[config.mk]
export PLATFORM = sky130hd
export DESIGN_NAME = dmac_ctl
export DESIGN_NICKNAME = d
export VERILOG_FILES = /design/src/rtl/dmac_pkg.sv /design/src/rtl/dmac_decode.sv /design/src/rtl/dmac_mask.sv /design/src/rtl/dmac_status.sv /design/src/rtl/dmac_ctl.sv
export SDC_FILE = /design/constraint.sdc
export NUM_CORES = 1
export LEC_CHECK = 0
export ABC_AREA = 1
export BUFFER_PORTS_ARGS = -buffer_cell sky130_fd_sc_hd__buf_4
export CAP_MARGIN = 20
export CORE_MARGIN = 2
export CORE_UTILIZATION = 46
export DETAILED_ROUTE_END_ITERATION = 8
export PLACE_DENSITY = 0.75
export SLEW_MARGIN = 20
export SYNTH_ARGS = -nofsm -noshare
export SYNTH_HDL_FRONTEND = slang
export SYNTH_SLANG_ARGS = --single-unit
[constraint.sdc]
create_clock -name clk -period 0.8 [get_ports clk]
set_input_delay 0.04 -clock clk [delete_from_list [all_inputs] [get_ports clk]]
set_output_delay 0.04 -clock clk [all_outputs]
set_load 0.03 [all_outputs]
[src/rtl/dmac_pkg.sv]
package dmac_pkg;

   typedef enum logic [2:0] {
      OFF_CMD    = 3'd0,
      OFF_REQ    = 3'd1,
      OFF_MSK1   = 3'd2,
      OFF_MODE   = 3'd3,
      OFF_FFCLR  = 3'd4,
      OFF_MRST   = 3'd5,
      OFF_UNMASK = 3'd6,
      OFF_MSKALL = 3'd7
   } dmac_off_e;

   localparam int unsigned NUM_OFF = 8;

   typedef struct packed {
      logic [NUM_OFF-1:0] wr_hit;
      logic               rd_stat;
      logic               rd_mask;
   } dmac_strobe_t;

endpackage

[src/rtl/dmac_decode.sv]
module dmac_decode
   import dmac_pkg::*;
#(
   parameter int unsigned NCH = 4,
   parameter int unsigned DW  = 8,
   localparam int unsigned SEL_W = $clog2(NCH)
) (
   input  logic [2:0]    port_off,
   input  logic          wr_en,
   input  logic          rd_en,
   input  logic [DW-1:0] wdata,
   output dmac_strobe_t  stb,
   output logic [NCH-1:0] ch_sel,
   output logic          set_bit
);

   for (genvar o = 0; o < NUM_OFF; o++) begin : g_hit
      assign stb.wr_hit[o] = wr_en && (port_off == 3'(o));
   end

   assign stb.rd_stat = rd_en && (port_off == OFF_CMD);
   assign stb.rd_mask = rd_en && (port_off == OFF_REQ);

   for (genvar c = 0; c < NCH; c++) begin : g_sel
      assign ch_sel[c] = (wdata[SEL_W-1:0] == SEL_W'(c));
   end

   assign set_bit = wdata[2];

endmodule

[src/rtl/dmac_mask.sv]
module dmac_mask #(
   parameter int unsigned NCH = 4
) (
   input  logic           clk,
   input  logic           rst_n,
   input  logic           mrst,
   input  logic           one_wr,
   input  logic           all_clr,
   input  logic           all_ld,
   input  logic [NCH-1:0] ch_sel,
   input  logic           set_bit,
   input  logic [NCH-1:0] ld_val,
   output logic [NCH-1:0] mask_q
);

   for (genvar c = 0; c < NCH; c++) begin : g_bit
      always_ff @(posedge clk or negedge rst_n) begin
         if (!rst_n) begin
            mask_q[c] <= 1'b1;
         end else if (mrst) begin
            mask_q[c] <= 1'b1;
         end else if (all_clr) begin
            mask_q[c] <= 1'b0;
         end else if (all_ld) begin
            mask_q[c] <= ld_val[c];
         end else if (one_wr && ch_sel[c]) begin
            mask_q[c] <= set_bit;
         end
      end
   end

endmodule

[src/rtl/dmac_status.sv]
module dmac_status #(
   parameter int unsigned NCH = 4
) (
   input  logic             clk,
   input  logic             rst_n,
   input  logic             mrst,
   input  logic             req_wr,
   input  logic             rd_stat,
   input  logic [NCH-1:0]   ch_sel,
   input  logic             set_bit,
   input  logic [NCH-1:0]   hold,
   input  logic [NCH-1:0]   rel,
   input  logic [NCH-1:0]   tc,
   output logic [2*NCH-1:0] status_q
);

   for (genvar c = 0; c < NCH; c++) begin : g_ch
      // request flag: release, then hold, then software write
      always_ff @(posedge clk or negedge rst_n) begin
         if (!rst_n) begin
            status_q[NCH+c] <= 1'b0;
         end else if (mrst) begin
            status_q[NCH+c] <= 1'b0;
         end else if (rel[c]) begin
            status_q[NCH+c] <= 1'b0;
         end else if (hold[c]) begin
            status_q[NCH+c] <= 1'b1;
         end else if (req_wr && ch_sel[c]) begin
            status_q[NCH+c] <= set_bit;
         end
      end

      // terminal-count flag: a new pulse beats both clear sources
      always_ff @(posedge clk or negedge rst_n) begin
         if (!rst_n) begin
            status_q[c] <= 1'b0;
         end else if (mrst) begin
            status_q[c] <= 1'b0;
         end else if (tc[c]) begin
            status_q[c] <= 1'b1;
         end else if (rd_stat) begin
            status_q[c] <= 1'b0;
         end else if (req_wr && ch_sel[c]) begin
            status_q[c] <= 1'b0;
         end
      end
   end

endmodule

[src/rtl/dmac_ctl.sv]
module dmac_ctl
   import dmac_pkg::*;
#(
   parameter int unsigned NCH        = 4,
   parameter int unsigned DW         = 8,
   parameter bit          CMD_FILTER = 1'b1,
   parameter logic [7:0]  CMD_OK     = 8'h04
) (
   input  logic              clk,
   input  logic              rst_n,
   input  logic [2:0]        port_off,
   input  logic              wr_en,
   input  logic              rd_en,
   input  logic [DW-1:0]     wdata,
   input  logic [NCH-1:0]    hreq_hold,
   input  logic [NCH-1:0]    hreq_rel,
   input  logic [NCH-1:0]    tc_set,
   output logic [DW-1:0]     cmd_q,
   output logic [NCH-1:0]    mask_q,
   output logic [NCH*DW-1:0] mode_q,
   output logic [2*NCH-1:0]  status_q,
   output logic              ff_clr,
   output logic [DW-1:0]     rdata
);

   if (DW != 2 * NCH) begin : g_bad_width
      $error("dmac_ctl: status must hold two flags per channel in one data word");
   end
   if (NCH != (1 << $clog2(NCH)) || NCH < 2) begin : g_bad_nch
      $error("dmac_ctl: channel count must be a power of two, at least 2");
   end
   if (DW < 3) begin : g_bad_dw
      $error("dmac_ctl: data width too small for channel and set fields");
   end

   dmac_strobe_t   stb;
   logic [NCH-1:0] ch_sel;
   logic           set_bit;
   logic           cmd_take;

   dmac_decode #(.NCH(NCH), .DW(DW)) u_dec (
      .port_off (port_off),
      .wr_en    (wr_en),
      .rd_en    (rd_en),
      .wdata    (wdata),
      .stb      (stb),
      .ch_sel   (ch_sel),
      .set_bit  (set_bit)
   );

   dmac_mask #(.NCH(NCH)) u_mask (
      .clk     (clk),
      .rst_n   (rst_n),
      .mrst    (stb.wr_hit[OFF_MRST]),
      .one_wr  (stb.wr_hit[OFF_MSK1]),
      .all_clr (stb.wr_hit[OFF_UNMASK]),
      .all_ld  (stb.wr_hit[OFF_MSKALL]),
      .ch_sel  (ch_sel),
      .set_bit (set_bit),
      .ld_val  (wdata[NCH-1:0]),
      .mask_q  (mask_q)
   );

   dmac_status #(.NCH(NCH)) u_stat (
      .clk      (clk),
      .rst_n    (rst_n),
      .mrst     (stb.wr_hit[OFF_MRST]),
      .req_wr   (stb.wr_hit[OFF_REQ]),
      .rd_stat  (stb.rd_stat),
      .ch_sel   (ch_sel),
      .set_bit  (set_bit),
      .hold     (hreq_hold),
      .rel      (hreq_rel),
      .tc       (tc_set),
      .status_q (status_q)
   );

   // command filter variant
   if (CMD_FILTER) begin : g_cmd_filt
      assign cmd_take = ((wdata & ~DW'(CMD_OK)) == '0);
   end else begin : g_cmd_open
      assign cmd_take = 1'b1;
   end

   always_ff @(posedge clk or negedge rst_n) begin
      if (!rst_n) begin
         cmd_q <= '0;
      end else if (stb.wr_hit[OFF_MRST]) begin
         cmd_q <= '0;
      end else if (stb.wr_hit[OFF_CMD] && cmd_take) begin
         cmd_q <= wdata;
      end
   end

   for (genvar c = 0; c < NCH; c++) begin : g_mode
      always_ff @(posedge clk or negedge rst_n) begin
         if (!rst_n) begin
            mode_q[c*DW +: DW] <= '0;
         end else if (stb.wr_hit[OFF_MODE] && ch_sel[c]) begin
            mode_q[c*DW +: DW] <= wdata;
         end
      end
   end

   assign ff_clr = stb.wr_hit[OFF_FFCLR] | stb.wr_hit[OFF_MRST];

   always_comb begin
      rdata = '0;
      if (stb.rd_stat) begin
         rdata = status_q;
      end else if (stb.rd_mask) begin
         rdata = DW'(mask_q);
      end
   end

endmodule

======== Word-level counts from Yosys, hierarchy flattened ========
Index checks and enable logic that the tools add are counted.
operators by class
  equal/unequal tests ..................... 10
  mux-type cells .......................... 52
  bitwise operators ....................... 1
  reductions and logical operators ........ 39
operators by type and width
  operator                                                         count
  1-bit two-way mux                                                48
  4-bit nonzero test                                               12
  8-bit two-way mux                                                3
  1-bit logical AND                                                23
  3-bit == test, second input constant                             4
  8-bit zero test                                                  1
  3-bit by 2-bit == test with 1-bit output, second input constant  2
  2-bit == test, second input constant                             2
  4-bit two-way mux                                                1
  3-bit by 1-bit == test with 1-bit output, second input constant  1
  3-bit zero test                                                  1
  2-bit by 1-bit == test with 1-bit output, second input constant  1
  2-bit zero test                                                  1
  2-bit nonzero test                                               1
  1-bit OR                                                         1
storage, ports and cells
  flip-flop bits (word level) ............. 52
  bits of input ports ..................... 27
  output and inout bits ................... 61
  logic and storage cells ................. 119

======== Longest topological paths before layout ========
  depth after elaboration ................. 7
  gate-level depth with buffers ........... 9
  depth with buffers taken out ............ 7

======== Modules after synthesis ========
From an unflattened synthesis, not the netlist that was laid out.
second synthesis, totals
  cell total of the unflattened synthesis .. 306
  area, all modules ....................... 2446.1 um^2
modules (own cells, without submodules)
  module       instances  cells an instance  area each (um^2)  seq. area each (um^2)
  dmac_ctl     1          175                1631.6            1001.0
  dmac_status  1          58                 422.9             200.2
  dmac_mask    1          45                 275.3             105.1
  dmac_decode  1          28                 116.4             0.0

======== Least setup slack after synthesis ========
No wires, ideal clock.
  path kind ............................... register to output
  from .................................... register u_mask.mask_q[2]
  to ...................................... output port rdata[2]
  data arrival time ....................... 1.373 ns
  data required time ...................... 0.760 ns
  setup slack ............................. -0.613 ns
  stages on the path, launching flop included .. 3
  path buffers ............................ 0
  cells stage by stage .................... dfstp_2 inv_1 o21ai_0
on the way
  longest elaborated chain between the ends .. 2
ends and longest elaborated chain
  item                               line             RTL
  from (decl)                        dmac_mask.sv:13  output logic [NCH-1:0] mask_q
  from (signal, indexed assignment)  dmac_mask.sv:25  mask_q[c] <= ld_val[c];
  from (signal, indexed assignment)  dmac_mask.sv:27  mask_q[c] <= set_bit;
  4-bit two-way mux                  dmac_ctl.sv:111  end else if (stb.rd_mask) begin
  8-bit two-way mux                  dmac_ctl.sv:109  if (stb.rd_stat) begin
  to (decl)                          dmac_ctl.sv:23   output logic [DW-1:0] rdata
No other way between the ends.

======== Worst setup path after layout ========
  from .................................... register u_mask.mask_q[1]
  to ...................................... output port rdata[1]
The elaborated chain is that of the path after synthesis.

==> impl_metrics.env <==
export IMPL_clock_sinks=52
export IMPL_clockRootBuffer="clkbuf_8"
export IMPL_fin_hold_ws_ns=0.00511
export IMPL_initial_core_util_pct=48.5
export IMPL_syn_nets=323
export IMPL_wl_um=7570
export IMPL_dp_cells=472
export IMPL_h_tree_depth=2
export IMPL_rsz0062_at_grt="true"
export IMPL_crit_type="reg2out"
export IMPL_ys_seq_area_share_pct=52.0
export IMPL_via_per_inst=4.95
export IMPL_hold_viol=0
export IMPL_wl_met2_um=3910
export IMPL_yosys_register_bits=52
export IMPL_setup_viol=69
export IMPL_synth_top_area_share_pct=47.9
export IMPL_period_needed_ns=1.25
export IMPL_p_per_area_nw_per_um2=1960
export IMPL_maxSlewViolCount=0
export IMPL_arrival_ns=1.21
export IMPL_clk_path_buf_depth=2
export IMPL_dr_pass1_iters=4
export IMPL_cap_violations=0
export IMPL_finalClockSkew_ns=0
export IMPL_syn_inst=296
export IMPL_syn_area_sq_um=2510
export IMPL_row_count=26
export IMPL_yosysUniqueCellTypes=24
export IMPL_cp_max_fo=2
export IMPL_synthTopCellsByArea="dfrtp_1 (48%), nand2_1 (10%), inv_1 (7.0%)"
export IMPL_syn_to_final_growth_pct=67.3
export IMPL_multi_input_area_sq_um=1090
export IMPL_grt_pass1_vias=2437
export IMPL_cts_clk_slew_worst_paths_ns=0.09
export IMPL_hold_class="in2reg"
export IMPL_drive_above_1_share_pct=50.3
export IMPL_fp_dieW_um=77.9
export IMPL_ys_warn_count=0
export IMPL_fmax_mhz=803
export IMPL_cts_tree="built"
export IMPL_core_area_sq_um=5170
export IMPL_cp_start_kind="register"
export IMPL_highest_layer="met4"
export IMPL_worst_pin_slew_ns=0.378
export IMPL_cts_buffers=5
export IMPL_irDropWorstVdd_uv=1100
export IMPL_drt_initial_drc_count=121
export IMPL_slew_headroom_pct=74.7
export IMPL_avgRoutedWirePerCell_um=14.8
export IMPL_port_buffers=87
export IMPL_die_h_um=77.9
export IMPL_status="finished, violations left"
export IMPL_drc_errors=0
export IMPL_ant_nets=0
export IMPL_grt_pass1_wl_um=11900
export IMPL_stdcell_count=513
export IMPL_critPathRequiredTime_ns=0.76
export IMPL_grt_max_degree=28
export IMPL_p_leak_nw=2.22
export IMPL_worstSetupEndpointType="output pin"
export IMPL_regArea_sq_um=1320
export IMPL_track_usage_pct=24.8
export IMPL_avgSynthCellArea_sq_um=8.48
export IMPL_finalCritPeriodShare_pct=156
export IMPL_layout_setup_ws_ns=-0.445
export IMPL_n_antenna_cell=0
export IMPL_rrSetupSlack_ns=-0.13
export IMPL_met3_length_um=302
export IMPL_grt_overflow=0
export IMPL_gp_congestion=0.870
export IMPL_fill_cells=300
export IMPL_failed_checks="negative setup slack"
export IMPL_insertion_delay_ns=0.30
export IMPL_io_pins=88
export IMPL_antenna_found_initial=0
export IMPL_nNetsFinal=469
export IMPL_yosys_area_top_type="dfrtp_1"
export IMPL_die_area_sq_um=6060
export IMPL_wl_met1_um=3210
export IMPL_dpl_hpwl_um=4890
export IMPL_num_vias=2537
## layer usage
metal  vias to the layer above  global-route usage [%]
met5                         -                       0
met4                         0                    8.93
met2                        73                    43.0
met3                        13                    4.07
li1                       1216                       -
met1                      1235                    31.1
## what timing repair did
item	4_1_cts	5_1_grt
hold buffers	5	0
resized for setup	67	15
pin swaps	4	2
buffers inserted	18	11
cloned	0	0
endpoints found under the hold margin	56	0
endpoints found under the setup margin	63	71
## path summary, 6_finish.rpt
kind / start / end / cells past startpoint
min in group asynchronous: rst_n / mode_q[2]$_DFFE_PN0P_ / 2
max in group asynchronous: rst_n / mode_q[17]$_DFFE_PN0P_ / 3
min reg2reg: mode_q[1]$_DFFE_PN0P_ / mode_q[1]$_DFFE_PN0P_ / 2
min: hreq_hold[3] / u_stat.status_q[7]$_DFFE_PN0P_ / 4
max: u_mask.mask_q[1]$_DFFE_PN1P_ / rdata[1] / 3
max reg2reg: u_mask.mask_q[0]$_DFFE_PN1P_ / u_mask.mask_q[0]$_DFFE_PN1P_ / 4
## synth_stat cells
cell / n
nand2_1: 70
dfrtp_1: 48
inv_1: 47
nor2_1: 33
nand3_1: 28
o21ai_1: 14
o21ai_2: 12
nand4_1: 9
buf_6: 6
o21ai_0: 5
a21oi_1: 4
dfstp_2: 4
nand2_4: 4
nor2_4: 2
a21boi_0: 1
buf_4: 1
clkbuf_1: 1
inv_2: 1
inv_4: 1
inv_6: 1
nand3_4: 1
nand4_4: 1
nor2_2: 1
or2_2: 1
## layout by cell type (no fill, tap or decap), drive strengths merged
master and instances:
clkbuf 6, nand4 10, nand3 29, or2 1
a21oi 4, buf 142, nor2 36, inv 51
dfrtp 48, dlygate4sd3 5, a21boi 1, nand2 74
dfstp 4, bufinv 1, o21ai 31
## critical path, cell delays in order (launching register included)
cell and delay [ns]:
dfstp_2 0.56, inv_2 0.05, o21ai_4 0.14, buf_6 0.15
## layout make-up
class,instances,area share (%)
inverter,50,4.71
clock inverter,2,0.924
multi-input combinational,186,25.9
timing repair buffer,147,33.3
clock buffer,6,1.73
sequential,52,31.4
tap,70,2.09
## cell families after synthesis
kind of cell | synth area share [%]
compound gates | 9.07
buf+inv | 10.9
flops | 52.0
simple gates | 28.0
## where the power goes
part	switching, mW	leakage, nW	internal (mW)
clock	0.901	0.0558	0.947
sequential	0.302	0.637	3.00
combinational	1.60	1.53	1.48
## sequential cells by signal (all words and copies together), names as in the netlist
name	cells
cmd_q	8
mode_q	32
u_mask.mask_q	4
u_stat.status_q	8
## per-stage QoR
stage | total power [mW] | TNS (ns) | setup slack, ns | area, sq um | utilization (%)
2_1_floorplan | 4.62 | -3.66 | -0.145 | 2660 | -
3_3_place_gp | 5.60 | -7.54 | -0.200 | 3540 | 68.4
3_5_place_dp | 5.65 | -7.70 | -0.221 | 3540 | 68.4
4_1_cts | 8.00 | -9.48 | -0.421 | 4070 | 78.7
5_1_grt | 8.54 | -11.24 | -0.461 | 4200 | 81.2
6_report | 8.23 | -9.81 | -0.445 | 4200 | 81.2
(Power assumes the default switching activity.)
